**src/rtl/rtc_regwin_pkg.sv**
```systemverilog
package rtc_regwin_pkg;
    localparam int NREG     = 8;
    localparam int IDX_W    = $clog2(NREG);
    localparam int CTL_IX   = 0;
    localparam int DAY_IX   = 4;
    localparam int WR_BIT   = 7;
    localparam int RD_BIT   = 6;
    localparam int BATT_BIT = 7;

    // bits of each register driven by the calendar counter
    function automatic logic [7:0] cnt_mask(input int ix);
        case (ix)
            0:       return 8'h3F;
            1, 2:    return 8'h7F;
            3, 5:    return 8'h3F;
            4:       return 8'h07;
            6:       return 8'h1F;
            default: return 8'hFF;
        endcase
    endfunction

    typedef struct packed {
        logic [NREG-1:0][7:0] bytes;
    } copy_t;

    typedef struct packed {
        logic rd;
        logic wr;
        logic pend;
        logic load;
    } ctl_t;
endpackage

```
**src/rtl/rtc_addr_dec.sv**
```systemverilog
module rtc_addr_dec #(
    parameter int ADDR_W = 11,
    parameter int IDX_W  = 3
) (
    input  logic              bus_sel,
    input  logic [ADDR_W-1:0] bus_addr,
    output logic              hit,
    output logic [IDX_W-1:0]  idx,
    output logic              ram_sel
);
    always_comb begin
        hit     = &bus_addr[ADDR_W-1:IDX_W];
        idx     = bus_addr[IDX_W-1:0];
        ram_sel = bus_sel && !hit;
    end
endmodule

```
**src/rtl/rtc_sync_ctl.sv**
```systemverilog
module rtc_sync_ctl
    import rtc_regwin_pkg::*;
(
    input  logic clk,
    input  logic rst_n,
    input  logic bus_sel,
    input  logic ctl_we,
    input  logic rd_bit_in,
    input  logic wr_bit_in,
    input  logic tick,
    output logic rd_o,
    output logic wr_o,
    output logic refresh_o,
    output logic load_o
);
    ctl_t st_d, st_q;
    logic frozen;
    logic refresh;

    always_comb begin
        st_d    = st_q;
        st_d.load = 1'b0;
        frozen  = st_q.rd || st_q.wr;
        refresh = !frozen && (tick || st_q.pend) && !bus_sel;
        if (frozen) st_d.pend = 1'b0;
        else        st_d.pend = (tick || st_q.pend) && !refresh;
        if (ctl_we) begin
            st_d.rd   = rd_bit_in;
            st_d.wr   = wr_bit_in;
            st_d.load = st_q.wr && !wr_bit_in;
        end
    end

    always_ff @(posedge clk or negedge rst_n) begin
        if (!rst_n) st_q <= '0;
        else        st_q <= st_d;
    end

    assign rd_o      = st_q.rd;
    assign wr_o      = st_q.wr;
    assign refresh_o = refresh;
    assign load_o    = st_q.load;

    // no update while a bus transfer is in progress
    p_no_refresh_in_access_r4: assert property (@(posedge clk) disable iff (!rst_n)
        refresh_o |-> !bus_sel);
    // updates only while unfrozen
    p_refresh_unfrozen_r3: assert property (@(posedge clk) disable iff (!rst_n)
        refresh_o |-> (!rd_o && !wr_o));
    // clearing the write bit always yields a load
    p_load_on_clear_r7: assert property (@(posedge clk) disable iff (!rst_n)
        $fell(wr_o) |-> load_o);
    // load strobe lasts one cycle
    p_load_single_r7: assert property (@(posedge clk) disable iff (!rst_n)
        load_o |=> !load_o);
endmodule

```
**src/rtl/rtc_regwin.sv**
```systemverilog
module rtc_regwin
    import rtc_regwin_pkg::*;
#(
    parameter int ADDR_W = 11
) (
    input  logic              clk,
    input  logic              rst_n,
    input  logic              bus_sel,
    input  logic              bus_wr,
    input  logic [ADDR_W-1:0] bus_addr,
    input  logic [7:0]        bus_wdata,
    output logic [7:0]        bus_rdata,
    output logic              ram_sel,
    output logic              ram_wr,
    output logic [ADDR_W-1:0] ram_addr,
    output logic [7:0]        ram_wdata,
    input  logic [7:0]        ram_rdata,
    input  logic              tick,
    input  logic [NREG*8-1:0] live_time,
    input  logic              batt_ok,
    output logic              load_valid,
    output logic [NREG*8-1:0] load_time
);
    logic             hit;
    logic [IDX_W-1:0] idx;
    logic             ctl_rd, ctl_wr, refresh, load;
    logic             wr_hit;
    copy_t            copy_d, copy_q;
    logic [NREG-1:0][7:0] merged;

    rtc_addr_dec #(.ADDR_W(ADDR_W), .IDX_W(IDX_W)) dec_i (
        .bus_sel (bus_sel),
        .bus_addr(bus_addr),
        .hit     (hit),
        .idx     (idx),
        .ram_sel (ram_sel)
    );

    assign wr_hit = bus_sel && bus_wr && hit;

    rtc_sync_ctl ctl_i (
        .clk      (clk),
        .rst_n    (rst_n),
        .bus_sel  (bus_sel),
        .ctl_we   (wr_hit && (int'(idx) == CTL_IX)),
        .rd_bit_in(bus_wdata[RD_BIT]),
        .wr_bit_in(bus_wdata[WR_BIT]),
        .tick     (tick),
        .rd_o     (ctl_rd),
        .wr_o     (ctl_wr),
        .refresh_o(refresh),
        .load_o   (load)
    );

    for (genvar g = 0; g < NREG; g++) begin : g_merge
        localparam logic [7:0] M = cnt_mask(g);
        assign merged[g] = (copy_q.bytes[g] & ~M) | (live_time[g*8 +: 8] & M);
    end

    always_comb begin
        copy_d = copy_q;
        if (refresh) copy_d.bytes = merged;
        if (wr_hit) begin
            copy_d.bytes[idx] = bus_wdata;
            if (int'(idx) == DAY_IX)
                copy_d.bytes[idx][BATT_BIT] = copy_q.bytes[idx][BATT_BIT];
        end
    end

    always_ff @(posedge clk or negedge rst_n) begin
        if (!rst_n) copy_q <= '0;
        else        copy_q <= copy_d;
    end

    always_comb begin
        bus_rdata = ram_rdata;
        if (hit) begin
            bus_rdata = copy_q.bytes[idx];
            if (int'(idx) == CTL_IX) begin
                bus_rdata[WR_BIT] = ctl_wr;
                bus_rdata[RD_BIT] = ctl_rd;
            end
            if (int'(idx) == DAY_IX) bus_rdata[BATT_BIT] = batt_ok;
        end
    end

    assign ram_wr     = bus_wr;
    assign ram_addr   = bus_addr;
    assign ram_wdata  = bus_wdata;
    assign load_valid = load;
    assign load_time  = copy_q.bytes;

    // a frozen copy changes only through bus writes
    p_frozen_hold_r5: assert property (@(posedge clk) disable iff (!rst_n)
        ((ctl_rd || ctl_wr) && !(bus_sel && bus_wr)) |=> $stable(copy_q));
    // battery flag storage is never written
    p_day_flag_r9: assert property (@(posedge clk) disable iff (!rst_n)
        (wr_hit && int'(idx) == DAY_IX) |=> $stable(copy_q.bytes[DAY_IX][BATT_BIT]));
    // RAM request only during a transfer
    p_ram_idle_r1: assert property (@(posedge clk) disable iff (!rst_n)
        !bus_sel |-> !ram_sel);
endmodule

```
**config.mk**
```make
export PLATFORM = sky130hd
export DESIGN_NAME = rtc_regwin
export DESIGN_NICKNAME = d
export VERILOG_FILES = /design/src/rtl/rtc_regwin_pkg.sv /design/src/rtl/rtc_addr_dec.sv /design/src/rtl/rtc_sync_ctl.sv /design/src/rtl/rtc_regwin.sv
export SDC_FILE = /design/constraint.sdc
export NUM_CORES = 1
export LEC_CHECK = 0
export BUFFER_PORTS_ARGS = -buffer_cell sky130_fd_sc_hd__buf_2
export CAP_MARGIN = 0
export CORE_MARGIN = 2
export CORE_UTILIZATION = 38
export CTS_BUF_LIST = sky130_fd_sc_hd__clkbuf_8 sky130_fd_sc_hd__clkbuf_16
export CTS_CLUSTER_SIZE = 28
export DETAILED_ROUTE_END_ITERATION = 8
export GPL_TIMING_DRIVEN = 0
export PLACE_DENSITY = 0.7
export SLEW_MARGIN = 20
export SYNTH_ARGS = -nofsm -noshare
export SYNTH_HDL_FRONTEND = slang
export SYNTH_SLANG_ARGS = --single-unit
```
**constraint.sdc**
```tcl
create_clock -name clk -period 2.4 [get_ports clk]
set_input_delay 0 -clock clk [delete_from_list [all_inputs] [get_ports clk]]
set_output_delay 0 -clock clk [all_outputs]
set_load 0.005 [all_outputs]
```
==> results of run 1 <==
cells by family (layout without fill, tap and decap cells):
kind of cell / count (synthesis) / count (layout)
and+or+nand+nor: 109 / 109
DFF: 68 / 68
muxes: 85 / 85
AOI/OAI and AO/OA: 79 / 79
buffers and inverters: 55 / 300
tightest hold or removal path: cells and delay by family:
family	cells	cell delay, ps
AOI/OAI and AO/OA	1	140
muxes	1	70
buffers and inverters	1	100
cell type report:
class                      instances  area share
clock inverter                     6      0.0267
tap                              136      0.0286
sequential                        68       0.286
inverter                           2     0.00126
timing repair buffer             229       0.247
multi-input combinational        273       0.331
clock buffer                      10      0.0231
buffer                            53      0.0566
cells in the final DEF, fill, tap and decap left out, drive strengths merged, types with 5 or more instances in the layout:
cell type      n
mux2          19
mux4           6
nand2         19
o21ai         16
mux2i         60
dfrtp         68
nand4         11
clkbuf        20
buf          213
bufinv         5
dlygate4sd3   59
a31oi          5
a21oi         42
nor2          48
stage by stage:
stage          utilization  instance area [µm²]  power [mW]  setup WS [ps]  hold WS (ps)
2_1_floorplan            -                 4010        1.74            919          -296
3_3_place_gp         0.487                 5000        2.07            682           168
3_5_place_dp         0.489                 5020        2.10            600         -46.1
4_1_cts              0.575                 5910        3.58           81.2          2.90
5_1_grt              0.579                 5950        3.72           10.6          17.2
6_report             0.579                 5950        3.58            123          10.1
sequential cells by signal, summed over array words and instances (netlist names):
register and cells:
load_time 64, ctl_i.load_o 1, ctl_i.rd_o 1, ctl_i.st_q 1
ctl_i.wr_o 1
routing by layer:
| metal | track usage | share of wire | vias up |
|---|---|---|---|
| li1 | - | - | 1891 |
| met1 | 0.330 | 0.41 | 1989 |
| met2 | 0.436 | 0.49 | 219 |
| met3 | 0.0492 | 0.077 | 37 |
| met4 | 0.111 | 0.029 | 0 |
| met5 | 0 | 0 | - |
where the power goes:
part | switching [mW] | leakage, nW | total, mW | internal [mW]
clock network | 0.455 | 0.147 | 1.39 | 0.931
logic | 0.368 | 1.95 | 0.809 | 0.441
registers | 0.113 | 0.840 | 1.38 | 1.27
repair_timing:
item,CTS,global route
endpoints found under the setup margin,0,4
hold buffers,59,0
hold endpoints to repair,115,0
resized for setup,0,2
setup buffers,0,4
how the worst min path moves through the flow:
stage	startpoint	endpoint	slack (ps)
finish	live_time[61]	load_time[61]	10
global route	live_time[13]	load_time[13]	20
CTS	bus_wdata[0]	load_time[40]	3
detailed placement	rst_n	load_time[30]	-50
global placement	bus_wdata[0]	ram_wdata[0]	170
floorplan	rst_n	ctl_i.load_o	-300
==> metrics.txt, run 1 <==
Synth Area in XOR/XNOR=0; final hold vios=0; Async S/R FF share, synth=1.00; CP startpoint kind=input pin; Setup crit start=bus_sel; post-synth design cell area=0.00401 mm²; Hold Path Class=input pin to register; setup TNS=0 ps; Sequential Area=0.00170 mm²; initial antenna violation count=0; Worst R2R Start=ctl_i.rd_o; DR pass1 iterations=5; final wirelength=14.8 mm; # nets final=733; Placed Instances=698; critical path's slowest cell=dlygate4sd3_1; final setup skew=3.89 ps; crit end category=register; DRC Markers=0; grt total ovfl=0; sequential area share after synthesis=0.425; Synth Area in Compound Gates=0.112; WP data arrival=2510 ps; RSZ-0062 raised after global routing=false; critical path buffer and inverter count=6; pin count of the biggest net entering global routing=41; via/cell ratio=5.32; leakage dissipation=2.93 nW; first-pass GRT wire length=22.4 mm; syn_area_per_cell=10.1 µm²; final setup vio count=0; clock buffer depth=2; site row count=37; R2R depth=6; Synth cell types=43; Slew Viols, Final=0; CTS tree=done; crit path to=load_time[42]; Antenna Nets Post-Route=0; Synth Area in Adders=0; Mapped Cells=396; Die Span Y=107 µm; Multi-input gate area=0.00197 mm²; Synthesized Nets=493; GPL Wtd Cong=0.917; core area=0.0103 mm²; top-area cell type share of the netlist area=0.425; crit-path cells=dlygate4sd3_1 > buf_2 > and2_1 > clkbuf_1 > and4_1 > clkbuf_1 > clkbuf_4 > o21ai_0 > dlygate4sd3_1; setup slack, reg-to-reg=140 ps; worst slew pin tran=725 ps; gr usage total=0.261; most common cell in the netlist=dfrtp_1; Hold Crit Depth=3; Simple-Gate Fraction of Synth Area=0.142; Clock Pin Slew Worst Setup and Hold Paths=70 ps; worst-path maximum fanout=10; CTS H-tree lvls=3; share of layout cells above drive strength 1=0.399; Synth area leader=dfrtp_1; top_reg_cell synth=dfrtp_1; worst skew pair latency=340 ps; die area=0.0114 mm²; CP top delay family=buffers and inverters; root buffer cell=clkbuf_8; port bufs=165; vias in the first global route=4267; Final min period=2280 ps; Rel. slew slack=0.515; ant diodes=0; register bit total from synthesis=68; fmax=439 MHz; Max Cap Violations=0; R2R Path End=load_time[26]; VDD IR max=0.000265 V; largest family of logic cells by synthesized area=multiplexers; routed vias=4136; num ports=191; chip width=107 µm; Warnings, synthesis=0; critical path class=input pin to register; CP peak stage delay=550 ps; commonest cells in the netlist=68 x dfrtp_1, 60 x mux2i_1, 48 x nor2_1; clk sink count=68; Worst Path Required=2630 ps; Area Growth Syn to Fin=48.5%; CTS Buf Count=9; Post-synth EDFFs=0; drt wl/cell=19.0 µm; number of DRC markers in iteration 0=236; multiplexer share of the synthesized area=0.237; status=finished, final reports clean; top cells by area, synth=dfrtp_1 42%, mux2i_1 15%, mux2_2 5.3%; crit share post-route=0.949; fin cells=777; Power per Cell Area=601 mW/mm²; Crit path depth=9; hpwl dp=10.4 mm; initial cell density of the core=0.390; Fill cells=905
Note: power is estimated with default switching activity, not from simulation.
==> inputs of run 2 (changes only) <==
--- a/config.mk
+++ b/config.mk
@@ -17,4 +17,5 @@
 export SLEW_MARGIN = 20
 export SYNTH_ARGS = -nofsm -noshare
 export SYNTH_HDL_FRONTEND = slang
+export SYNTH_HIERARCHICAL = 1
 export SYNTH_SLANG_ARGS = --single-unit
==> run 2 against run 1 <==
Compared with the run above: the run now ends with hold timing left; sequential power about the same; clock power hardly changed; clock skew rose by 6.6 ps; synthesized cell count decreased by 1.5%; final area shrank 2.6%; sequential cell count is the same; combinational power down 8.4%; global-route usage decreased by 1.9 points; register-to-register slack improved by 98 ps; sequential share of layout area grew 0.77 points; maximum frequency up 5.3%; setup slack better by 120 ps.
==> metrics.txt, run 2 <==
final setup vio count=0; # nets final=722; CTS Buf Count=9; register bit total from synthesis=68; fmax=463 MHz; pin count of the biggest net entering global routing=58; first-pass GRT wire length=20.7 mm; largest family of logic cells by synthesized area=multiplexers; worst slew pin tran=918 ps; hold path startpoint=live_time[34]; fin cells=763; Placed Instances=690; hpwl dp=9.86 mm; hold slack=-3.93 ps; crit-path cells=nor4_1 > clkbuf_1 > clkbuf_4 > mux2i_1 > o21ai_0 > dlygate4sd3_1; core area=0.00986 mm²; Synth Area in Compound Gates=0.120; final hold vios=1; share of layout cells above drive strength 1=0.402; port bufs=166; Synth cell types=44; crit end category=register; Post-synth EDFFs=0; syn_area_per_cell=9.99 µm²; Simple-Gate Fraction of Synth Area=0.121; Rel. slew slack=0.388; most frequent cells in the layout=183 x buf_2, 68 x dfrtp_1, 61 x mux2i_1; Hold Path Class=input pin to register; Power per Cell Area=605 mW/mm²; initial cell density of the core=0.395; internal cell power=2.60 mW; Synth Area in XOR/XNOR=0; routed vias=3888; leading cell type in the layout, fill and taps excluded=buf_2; post-synth design cell area=0.00389 mm²; ant diodes=0; via/cell ratio=5.10; CP top delay family=buffers and inverters; Final min period=2160 ps; clk sink count=68; CTS H-tree lvls=3; sequential power share=0.394; top_reg_cell synth=dfrtp_1; final wirelength=13.5 mm; sequential area share after synthesis=0.437; Post-CTS Setup Inserts=0; Async S/R FF share, synth=1.00; num ports=191; setup TNS=0 ps; Area Growth Syn to Fin=48.7%; CP startpoint kind=register; Warnings, synthesis=6; critical path buffer and inverter count=3; CTS tree=done; Max Cap Violations=0; grt total ovfl=0; top cells by area, synth=dfrtp_1 44%, mux2i_1 16%, o21ai_0 5.8%; worst skew pair latency=350 ps; die area=0.0111 mm²; Gate power share=0.211; Worst Path Required=2630 ps; RSZ-0062 raised after global routing=false; status=finished with violations; leakage dissipation=2.82 nW; root buffer cell=clkbuf_8; clock buffer depth=2; Mapped Cells=390; critical path's slowest cell=dlygate4sd3_1; fin area=0.00579 mm²; final setup skew=10.5 ps; number of DRC markers in iteration 0=224; WP data arrival=2400 ps; Synth area leader=dfrtp_1; NetSw=902 µW; drt wl/cell=17.7 µm; Largest register FFs=64; commonest cells in the netlist=68 x dfrtp_1, 61 x mux2i_1, 46 x nand2_1; Synth Area in Adders=0; clock share of power=0.394; initial antenna violation count=0; multiplexer share of the synthesized area=0.230; critical path class=register to register; DRC Markers=0; Worst R2R Start=ctl_i/wr_o; failing checks=hold timing; worst-path maximum fanout=10; Die Span Y=105 µm; CP peak stage delay=590 ps; site row count=36; vias in the first global route=3924; Clock Pin Slew Worst Setup and Hold Paths=80 ps; DR pass1 iterations=5; switching part of the total=0.257; chip width=105 µm; crit share post-route=0.901; Slew Viols, Final=0; Antenna Nets Post-Route=0; Synthesized Nets=487; GPL Wtd Cong=0.880; Setup crit start=ctl_i/wr_o; top-area cell type share of the netlist area=0.437; VDD IR max=0.000308 V; Placed Area=0.00492 mm²; gr usage total=0.242; most common cell in the netlist=dfrtp_1
## run 2: cell count changes in the layout (fill, tap and decap cells not counted), moves of 4 or more
cell      change
nand2_1      +27
mux2_2        -7
nand4_1       -8
o21ai_0      +30
inv_1         +4
o211ai_1      -4
and3b_1       -4
nor2_1       -23
a21oi_1      -28
a211oi_1      +4
buf_2         +5
## run 2: layout make-up
cell class | count | area [µm²]
flip-flops and latches | 68 | 1700
plain buffers | 55 | 338
well taps | 133 | 166
inverters | 6 | 22.5
clock inverters | 6 | 159
repair buffers | 224 | 1430
multi-input cells | 261 | 1840
clock buffers | 10 | 138
fillers | 861 | 4070
## run 2: worst min-delay path, stage by stage
cell and delay [ps]:
buf_2 80, mux2i_1 60, o21ai_0 160
## run 2: through the flow
stage          setup slack (ps)   util  power (mW)
2_1_floorplan               696      -        1.70
3_3_place_gp                335  0.496        2.04
3_5_place_dp                316  0.499        2.06
4_1_cts                     209  0.587        3.52
5_1_grt                    44.2  0.587        3.66
6_report                    238  0.587        3.51
## run 2: worst paths after layout
| check | endpoint | slack, ps | cells past startpoint |
|---|---|---|---|
| hold / removal | load_time[34] | -4 | 3 |
| max in group asynchronous | load_time[59] | 1830 | 3 |
| setup / recovery | load_time[9] | 240 | 6 |
| min in group asynchronous | load_time[6] | 30 | 2 |
| hold reg to reg | load_time[7] | 510 | 2 |
| setup reg to reg | load_time[9] | 240 | 6 |
## run 2: power groups by stage
| stage | clock, mW | sequential, mW | combinational (mW) |
|---|---|---|---|
| floorplan | 0 | 1.39 | 0.317 |
| global placement | 0 | 1.40 | 0.641 |
| detailed placement | 0 | 1.40 | 0.657 |
| CTS | 1.40 | 1.38 | 0.736 |
| global route | 1.46 | 1.40 | 0.808 |
| finish | 1.38 | 1.38 | 0.741 |
## run 2: cell families after synthesis
kind of cell	Yosys count
muxes	81
DFF	68
AOI/OAI and AO/OA	82
and+or+nand+nor	98
buffers and inverters	61
## run 2: per-layer routing
metal | track usage | routed length [µm] | vias up
met1 | 0.309 | 5620 | 1860
met3 | 0.0377 | 877 | 20
met4 | 0.0952 | 275 | 0
met2 | 0.409 | 6700 | 189
li1 | - | - | 1819
met5 | 0 | 0 | -
## run 2: timing repair
| action | in CTS | in global routing |
|---|---|---|
| resized for setup | 0 | 1 |
| endpoints found under the setup margin | 0 | 2 |
| hold buffers | 57 | 0 |
| endpoints found under the hold margin | 118 | 0 |
==> inputs of run 3 (changes only) <==
--- a/config.mk
+++ b/config.mk
@@ -5,6 +5,7 @@
 export SDC_FILE = /design/constraint.sdc
 export NUM_CORES = 1
 export LEC_CHECK = 0
+export ABC_AREA = 1
 export BUFFER_PORTS_ARGS = -buffer_cell sky130_fd_sc_hd__buf_2
 export CAP_MARGIN = 0
 export CORE_MARGIN = 2
@@ -12,8 +13,7 @@
 export CTS_BUF_LIST = sky130_fd_sc_hd__clkbuf_8 sky130_fd_sc_hd__clkbuf_16
 export CTS_CLUSTER_SIZE = 28
 export DETAILED_ROUTE_END_ITERATION = 8
-export GPL_TIMING_DRIVEN = 0
-export PLACE_DENSITY = 0.7
+export PLACE_DENSITY = 0.69
 export SLEW_MARGIN = 20
 export SYNTH_ARGS = -nofsm -noshare
 export SYNTH_HDL_FRONTEND = slang
==> run 3 against run 2 <==
Compared with the run above: the run now ends clean; critical path depth grew 1; final cell count grew 19%; routed wire length grew 6.1%; area after synthesis grew 4.1%; sequential cell count is the same; final area shrank 2.1%; critical endpoint is now load_time[28]; largest power group unchanged; highest routed layer unchanged.
==> metrics.txt, run 3 <==
syn_area_per_cell=7.14 µm²; DRC Markers=0; fmax=479 MHz; via/cell ratio=4.96; status=finished, final reports clean; NetSw=714 µW; worst slew pin tran=724 ps; Async S/R FF share, synth=1.00; CTS Buf Count=9; Slew Viols, Final=0; Rel. slew slack=0.517; share of layout cells above drive strength 1=0.264; Largest register FFs=64; sequential power share=0.448; commonest cells in the netlist=187 x nand2_1, 110 x o21ai_0, 70 x inv_1; crit end category=register; Area Growth Syn to Fin=39.8%; leading cell type in the layout, fill and taps excluded=nand2_1; Warnings, synthesis=6; Place WS=634 ps; Antenna Nets Post-Route=0; routed vias=4507; Worst Path Required=2630 ps; final setup vio count=0; pin count of the biggest net entering global routing=81; WP data arrival=2320 ps; hpwl dp=10.2 mm; Clock Pin Slew Worst Setup and Hold Paths=70 ps; RSZ-0062 raised after global routing=false; num ports=191; Final min period=2090 ps; worst-path maximum fanout=80; number of DRC markers in iteration 0=311; clock buffer depth=2; Power per Cell Area=480 mW/mm²; hold slack=22.0 ps; worst skew pair latency=350 ps; post-synth design cell area=0.00406 mm²; final wirelength=14.3 mm; register bit total from synthesis=68; Post-CTS Setup Inserts=0; Fill cells=964; CTS H-tree lvls=3; ant diodes=0; first-pass GRT wire length=21.8 mm; setup ws final=311 ps; leakage dissipation=3.04 nW; vias in the first global route=4335; drt wl/cell=15.7 µm; gr usage total=0.249; CP startpoint kind=register; die area=0.0115 mm²; CTS tree=done; initial cell density of the core=0.393; VDD IR max=0.000329 V; switching part of the total=0.262; Finished Core Util=0.549; setup TNS=0 ps; clock share of power=0.378; Max Cap Violations=0; initial antenna violation count=0; DR pass1 iterations=5; Hold Path Class=input pin to register; most frequent cells in the layout=187 x nand2_1, 174 x buf_2, 110 x o21ai_0; internal cell power=2.01 mW; critical path's slowest cell=dlygate4sd3_1; GPL Wtd Cong=0.862; root buffer cell=clkbuf_8; core area=0.0103 mm²; CP peak stage delay=560 ps; top-area cell type share of the netlist area=0.419; crit-path cells=nor2_1 > nand2_1 > nor2_4 > buf_12 > mux2i_1 > o21ai_0 > dlygate4sd3_1; chip width=107 µm; Synth area leader=dfrtp_1; Die Span Y=107 µm; top_reg_cell synth=dfrtp_1; site row count=37; final hold vios=0; clk sink count=68; most common cell in the netlist=nand2_1; sequential area share after synthesis=0.419; crit share post-route=0.871; Resized Gates After CTS=0; final setup skew=8.50 ps; port bufs=174; Mapped Cells=568; # nets final=867; critical path class=register to register; Synthesized Nets=665; Gate power share=0.174; Synth cell types=21; grt total ovfl=0; Post-synth EDFFs=0; top cells by area, synth=dfrtp_1 42%, nand2_1 17%, o21ai_0 14%
[run 3: cell count changes in the layout (fill, tap and decap cells not counted), moves of 6 or more]
cell / delta
nand2_1: +141
o22ai_1: +6
buf_2: -9
mux2i_1: -45
clkbuf_1: -9
o21ai_0: +65
nand3_1: +9
mux2_2: -12
inv_1: +66
buf_4: -21
[run 3: layer usage]
layer | vias up | global-route usage | share of wire
met2 | 257 | 0.405 | 0.47
met4 | 0 | 0.0937 | 0.027
met1 | 2043 | 0.329 | 0.41
met3 | 30 | 0.0472 | 0.091
met5 | - | 0 | 0
li1 | 2177 | - | -
[run 3: cells by family (layout without fill, tap and decap cells)]
logic type | Yosys count | in the layout | share of synthesized area
muxes | 16 | 16 | 0.0395
DFF | 68 | 68 | 0.419
buffers and inverters | 120 | 325 | 0.141
and+or+nand+nor | 230 | 230 | 0.232
AOI/OAI and AO/OA | 134 | 134 | 0.168
[run 3: timing repair]
item / 4_1_cts / 5_1_grt
hold buffers: 59 / 0
setup endpoints to repair: 0 / 0
hold endpoints to repair: 84 / 0
[run 3: path summary, 6_finish.rpt]
check	endpoint	from	cells past startpoint	slack [ps]
max	load_time[28]	ctl_i/wr_o	7	310
min	ctl_i/st_q[1]	tick	5	20
max reg2reg	load_time[28]	ctl_i/wr_o	7	310
min reg2reg	load_time[39]	load_time[39]	0	460
max in group asynchronous	load_time[6]	rst_n	3	1490
min in group asynchronous	load_time[0]	rst_n	2	230
[run 3: per-stage QoR]
stage | power [mW] | instance area [µm²] | instances
floorplan | 1.43 | 4060 | 568
global placement | 1.63 | 4870 | 836
detailed placement | 1.64 | 4870 | 836
CTS | 2.74 | 5670 | 909
global route | 2.83 | 5670 | 909
finish | 2.72 | 5670 | 909
[run 3: worst max-delay path: cells and delay by family (launching register included)]
kind | cells | cell delay, ps
AND/OR/NAND/NOR | 3 | 320
multiplexers | 1 | 240
flip-flops | 1 | 400
buffers and inverters | 2 | 840
AO/OA/AOI/OAI | 1 | 90
[run 3: power groups by stage]
stage / Sequential [mW] / Combinational, mW / Clock, mW
CTS: 1.22 / 0.472 / 1.05
global route: 1.22 / 0.530 / 1.08
finish: 1.22 / 0.475 / 1.03
floorplan: 1.24 / 0.193 / 0
global placement: 1.24 / 0.392 / 0
detailed placement: 1.24 / 0.399 / 0
[run 3: cell type report]
class,instances,area [µm²],area share
clock buffers,10,138,0.0243
multi-input cells,380,1790,0.316
inverters,72,270,0.0477
clock inverters,4,67.6,0.0119
repair buffers,239,1530,0.270
well taps,136,170,0.0300
flip-flops and latches,68,1700,0.300
